### src/rtl/xbar_pkg.sv
package xbar_pkg;
  typedef struct packed {
    logic shift;    // one-cycle pulse per serial clock rise
    logic load;     // commit level, active high internally
    logic dataBit;  // synchronized serial data
  } xbarCtl_t;
endpackage

### src/rtl/xbar_ctl.sv
module xbar_ctl
  import xbar_pkg::*;
#(
  parameter int SYNC_STAGES = 2
) (
  input  logic     clk,
  input  logic     rstN,
  input  logic     serClk,
  input  logic     serIn,
  input  logic     loadN,
  output xbarCtl_t ctl
);
  localparam int MSB = SYNC_STAGES - 1;

  logic [MSB:0] clkSync;
  logic [MSB:0] dinSync;
  logic [MSB:0] ldSync;
  logic         clkPrev;

  always_ff @(posedge clk or negedge rstN) begin
    if (!rstN) begin
      clkSync <= '0;
      dinSync <= '0;
      ldSync  <= '1;
      clkPrev <= 1'b0;
    end else begin
      clkSync <= {clkSync[MSB-1:0], serClk};
      dinSync <= {dinSync[MSB-1:0], serIn};
      ldSync  <= {ldSync[MSB-1:0], loadN};
      clkPrev <= clkSync[MSB];
    end
  end

  always_comb begin
    ctl.shift   = clkSync[MSB] & ~clkPrev;
    ctl.load    = ~ldSync[MSB];
    ctl.dataBit = dinSync[MSB];
  end
endmodule

### src/rtl/xbar_dp.sv
module xbar_dp
  import xbar_pkg::*;
#(
  parameter int ROWS = 16,
  parameter int COLS = 16
) (
  input  logic                 clk,
  input  logic                 rstN,
  input  xbarCtl_t             ctl,
  input  logic [COLS-1:0]      colIn,
  output logic [ROWS*COLS-1:0] shiftQ,
  output logic [ROWS*COLS-1:0] latchQ,
  output logic                 serOut,
  output logic [ROWS-1:0]      rowOut
);
  localparam int NBITS = ROWS * COLS;

  // first bit in ends at the top index: row ROWS-1, column COLS-1
  always_ff @(posedge clk or negedge rstN) begin
    if (!rstN) begin
      shiftQ <= '0;
    end else if (ctl.shift) begin
      shiftQ <= {shiftQ[NBITS-2:0], ctl.dataBit};
    end
  end

  always_ff @(posedge clk or negedge rstN) begin
    if (!rstN) begin
      latchQ <= '0;
    end else if (ctl.load) begin
      latchQ <= shiftQ;
    end
  end

  assign serOut = shiftQ[NBITS-1];

  for (genvar r = 0; r < ROWS; r++) begin : g_row
    assign rowOut[r] = |(latchQ[r*COLS +: COLS] & colIn);
  end
endmodule

### src/rtl/xbar_matrix.sv
module xbar_matrix
  import xbar_pkg::*;
#(
  parameter int ROWS        = 16,
  parameter int COLS        = 16,
  parameter int SYNC_STAGES = 2
) (
  input  logic            clk,
  input  logic            rstN,
  input  logic            serClk,
  input  logic            serIn,
  input  logic            loadN,
  input  logic [COLS-1:0] colIn,
  output logic            serOut,
  output logic [ROWS-1:0] rowOut
);
  localparam int NBITS = ROWS * COLS;

  xbarCtl_t         ctl;
  logic [NBITS-1:0] shiftQ;
  logic [NBITS-1:0] latchQ;

  xbar_ctl #(.SYNC_STAGES(SYNC_STAGES)) ctl_i (
    .clk(clk), .rstN(rstN), .serClk(serClk), .serIn(serIn),
    .loadN(loadN), .ctl(ctl)
  );

  xbar_dp #(.ROWS(ROWS), .COLS(COLS)) dp_i (
    .clk(clk), .rstN(rstN), .ctl(ctl), .colIn(colIn),
    .shiftQ(shiftQ), .latchQ(latchQ), .serOut(serOut), .rowOut(rowOut)
  );
endmodule

### config.mk
export PLATFORM = sky130hd
export DESIGN_NAME = xbar_matrix
export DESIGN_NICKNAME = d
export VERILOG_FILES = /design/src/rtl/xbar_pkg.sv /design/src/rtl/xbar_ctl.sv /design/src/rtl/xbar_dp.sv /design/src/rtl/xbar_matrix.sv
export SDC_FILE = /design/constraint.sdc
export NUM_CORES = 1
export LEC_CHECK = 0
export ABC_AREA = 1
export BUFFER_PORTS_ARGS = -buffer_cell sky130_fd_sc_hd__buf_2
export CORE_UTILIZATION = 55
export DETAILED_ROUTE_END_ITERATION = 6
export GPL_TIMING_DRIVEN = 1
export PLACE_DENSITY_LB_ADDON = 0.2
export SETUP_SLACK_MARGIN = 0.15
export SYNTH_ARGS = -nofsm -noshare
export SYNTH_HDL_FRONTEND = slang
export SYNTH_HIERARCHICAL = 1
export SYNTH_SLANG_ARGS = --single-unit
### constraint.sdc
create_clock -name clk -period 1.7 [get_ports clk]
set_clock_uncertainty 0.2 [all_clocks]
set_input_delay 0.17 -clock clk [delete_from_list [all_inputs] [get_ports clk]]
set_output_delay 0.17 -clock clk [all_outputs]
set_load 0.02 [all_outputs]
==> qor.log <==
INFO  cells_and_area most_common_library_cell_in_the_layout_ignoring_fill_and_taps=sky130_fd_sc_hd__dfrtp_1
INFO  critical_path  cp_num_buf_inv=2
INFO  timing         max_freq=0.4630GHz
INFO  cells_and_area post_route_cells_drive_above_1_share=0.3278
INFO  logic_synthesis syn_area_per_cell=9.318µm²
INFO  floorplanning  core=37,760µm²
INFO  global_routing grt_pass1_wl=94.15mm
INFO  floorplanning  floorplan.initialDensity=0.5608
INFO  route          first_iter_violations=1,604
INFO  route          route.detailed.drc=1
INFO  floorplanning  fp.dieH=198.2µm
INFO  critical_path  cp_data_arrival_time=1.79ns
INFO  global_routing grt_overflow_total=0
INFO  critical_path  critPathCapture=rowOut[11]
INFO  clock_tree     tritoncts.num_buffers=53
INFO  cells_and_area final_cell_count_no_fill=3,000
INFO  critical_path  worstSetupStartpointType=flop
INFO  cells_and_area nets=2,477
INFO  global_routing groute.usage.overall=0.3180
INFO  global_routing antenna_found_initial=0
INFO  route          route.top_layer_used=met4
INFO  clock_tree     clk_root_buffer_cell=sky130_fd_sc_hd__clkbuf_16
INFO  cells_and_area diodes=0
INFO  placed_design  numPlacedInstances=2,737
INFO  hold_path      hold_path_class=in2async
INFO  floorplanning  placementRows=71
INFO  timing         unrepaired_setup_endpoints_after_global_routing=true
INFO  cells_and_area multi_input_area=8431µm²
INFO  critical_path  reg2reg_path_depth=6
INFO  critical_path  crit_path_top_delay_cell=sky130_fd_sc_hd__dfrtp_1
INFO  logic_synthesis synthesis.area=21,170µm²
INFO  clock_tree     clk_pin_slew_worst_paths=0.06ns
INFO  clock_tree     cts_tree=done
INFO  timing         post-route-period-util=1.270
INFO  timing         setup_total_negative_slack=-8.100ns
INFO  critical_path  worstPathMaxFanout=2
INFO  outcome        run_status=complete, but fails checks
INFO  outcome        failing_checks=design-rule violations, negative hold slack, negative setup slack
INFO  timing         final-hold-violation-count=17
INFO  run            cap_violations=0
INFO  route          met2_wirelength=34.21mm
INFO  critical_path  reg2reg_from=ctl_i/ldSync[1]$_DFF_PN1_
INFO  floorplanning  fp.dieW=198.2µm
INFO  critical_path  path_depth=7
INFO  critical_path  reg2reg_setup_slack=-0.07ns
INFO  timing         report.final.slew_viol_count=0
INFO  floorplanning  total_i_o_pin_count=38
INFO  route          totalWireLength=71.96mm
INFO  critical_path  maximum_single_stage_delay_on_the_critical_path=0.40ns
INFO  timing         final.setup.worst_slack=-0.4598ns
INFO  pwr            power.ir.vdd_worst=0.9056mV
INFO  global_routing grt_pass1_vias=16,860
INFO  route          drt-met1-wl=26.58mm
INFO  clock_tree     postCtsHoldBufs=8
INFO  clock_tree     clock_sinks=519
INFO  route          via_count=17,840
INFO  pwr            report.power.total=35.43mW
INFO  route          viasPerCell=5.945
INFO  critical_path  reg2reg_to=dp_i/latchQ[184]$_DFFE_PN0P_
INFO  route          met3RoutedLength=6.414mm
INFO  global_routing grt_max_degree=71
INFO  clock_tree     clk_latency=0.61ns
INFO  timing         whs=-0.1111ns
INFO  clock_tree     max-clock-path-buffers=3
INFO  pwr            power_per_standard_cell_area=1205nW/µm²
INFO  critical_path  critical-path-top-delay-family=simple AND/OR/NAND/NOR gates
INFO  logic_synthesis synth_fp_nets=2,293
INFO  clock_tree     clock_tree.htree_level_count=2
INFO  critical_path  critPathMostFrequentCell=sky130_fd_sc_hd__nand2_1
INFO  cells_and_area num-fill-cells=2,068
INFO  route          postRouteAntennaNets=0
INFO  placed_design  hpwlAfterDp=27.23mm
INFO  placed_design  port_buffers=37
INFO  timing         min_clock_period_post_route=2.160ns
INFO  logic_synthesis ys_warns=6
INFO  cells_and_area area.growth.synth_to_final=38.93%
INFO  pwr            cellLeakagePower=13.77nW
INFO  cells_and_area most-common-layout-cells=517 x sky130_fd_sc_hd__dfrtp_1, 490 x sky130_fd_sc_hd__nand2_1, 237 x sky130_fd_sc_hd__inv_1
INFO  route          wire_per_inst=23.99µm
INFO  critical_path  timing.critical_path.to_type=output port
INFO  timing         setup_viol=141
INFO  critical_path  cp_class=reg2out
INFO  route          detail_route.first_pass.iterations=7
INFO  critical_path  required_time_at_the_worst_slack_endpoint=1.33ns
INFO  timing         slew-limit-headroom=0.4539
INFO  timing         tightest_slew=0.8192ns
INFO  logic_synthesis synthCells=2,272
INFO  placed_design  routability_driven_placement_congestion_ratio=0.7797
INFO  critical_path  source_of_the_critical_timing_path=dp_i/latchQ[178]$_DFFE_PN0P_
INFO  critical_path  critical_path.cell_chain=nand2_1 > nand2_1 > inv_1 > nand2_1 > nor2_1 > nand2_1 > buf_6
INFO  floorplanning  dieArea=39,280µm²
INFO  cells_and_area seq_area=12,990µm²
-- per-stage QoR --
step | setup slack [ns] | instance area (µm²) | utilization | hold WS [ns]
2_1_floorplan | 0.2619 | 21170 | - | -0.3256
3_3_place_gp | -0.01762 | 22020 | 0.5832 | -0.1028
3_5_place_dp | -0.03704 | 22020 | 0.5832 | -0.1048
4_1_cts | -0.2944 | 26590 | 0.7043 | 0.1150
5_1_grt | -0.5186 | 29410 | 0.7791 | -0.09892
6_report | -0.4598 | 29410 | 0.7791 | -0.1111
-- state kept, by name, summed over array words and instances, names as in the netlist --
register	count
dp_i/latchQ	256
dp_i/shiftQ	256
ctl_i/clkSync	2
ctl_i/dinSync	2
ctl_i/ldSync	2
ctl_i/clkPrev	1
-- report_power, final --
group / total (mW) / switching [mW] / internal, mW
combinational: 7.30 / 3.99 / 3.31
clock: 11.6 / 4.94 / 6.70
sequential: 16.5 / 1.82 / 14.7
total: 35.4 / 10.7 / 24.7
-- routing by layer --
metal / global-route usage / vias to the layer above
met5: 0 / -
met4: 0.1223 / 0
met3: 0.06490 / 349
met2: 0.5138 / 1021
met1: 0.4243 / 8933
li1: - / 7532
-- area by class of cell --
type,count,share of cell area
sequential,519,0.4416
multi-input combinational,1377,0.2866
timing repair buffer,258,0.1579
clock buffer,79,0.05394
inverter,242,0.03144
tap,511,0.02174
clock inverter,9,0.003573
timing repair inverter,5,0.003105
-- worst min-delay path by stage --
stage	cells after the start	endpoint	startpoint
finish	2	dp_i/latchQ[80]$_DFFE_PN0P_	rstN
global route	2	dp_i/latchQ[80]$_DFFE_PN0P_	rstN
CTS	3	dp_i/latchQ[75]$_DFFE_PN0P_	rstN
detailed placement	1	dp_i/shiftQ[81]$_DFFE_PN0P_	rstN
global placement	1	dp_i/latchQ[88]$_DFFE_PN0P_	rstN
floorplan	0	ctl_i/clkPrev$_DFF_PN0_	rstN
-- what timing repair did --
action,4_1_cts,5_1_grt
endpoints found under the setup margin,174,493
buffers inserted,41,33
gates cloned,52,43
hold endpoints to repair,522,17
resized for setup,319,485
pin swaps,99,133
No activity file was read; power rests on OpenSTA's default activity.
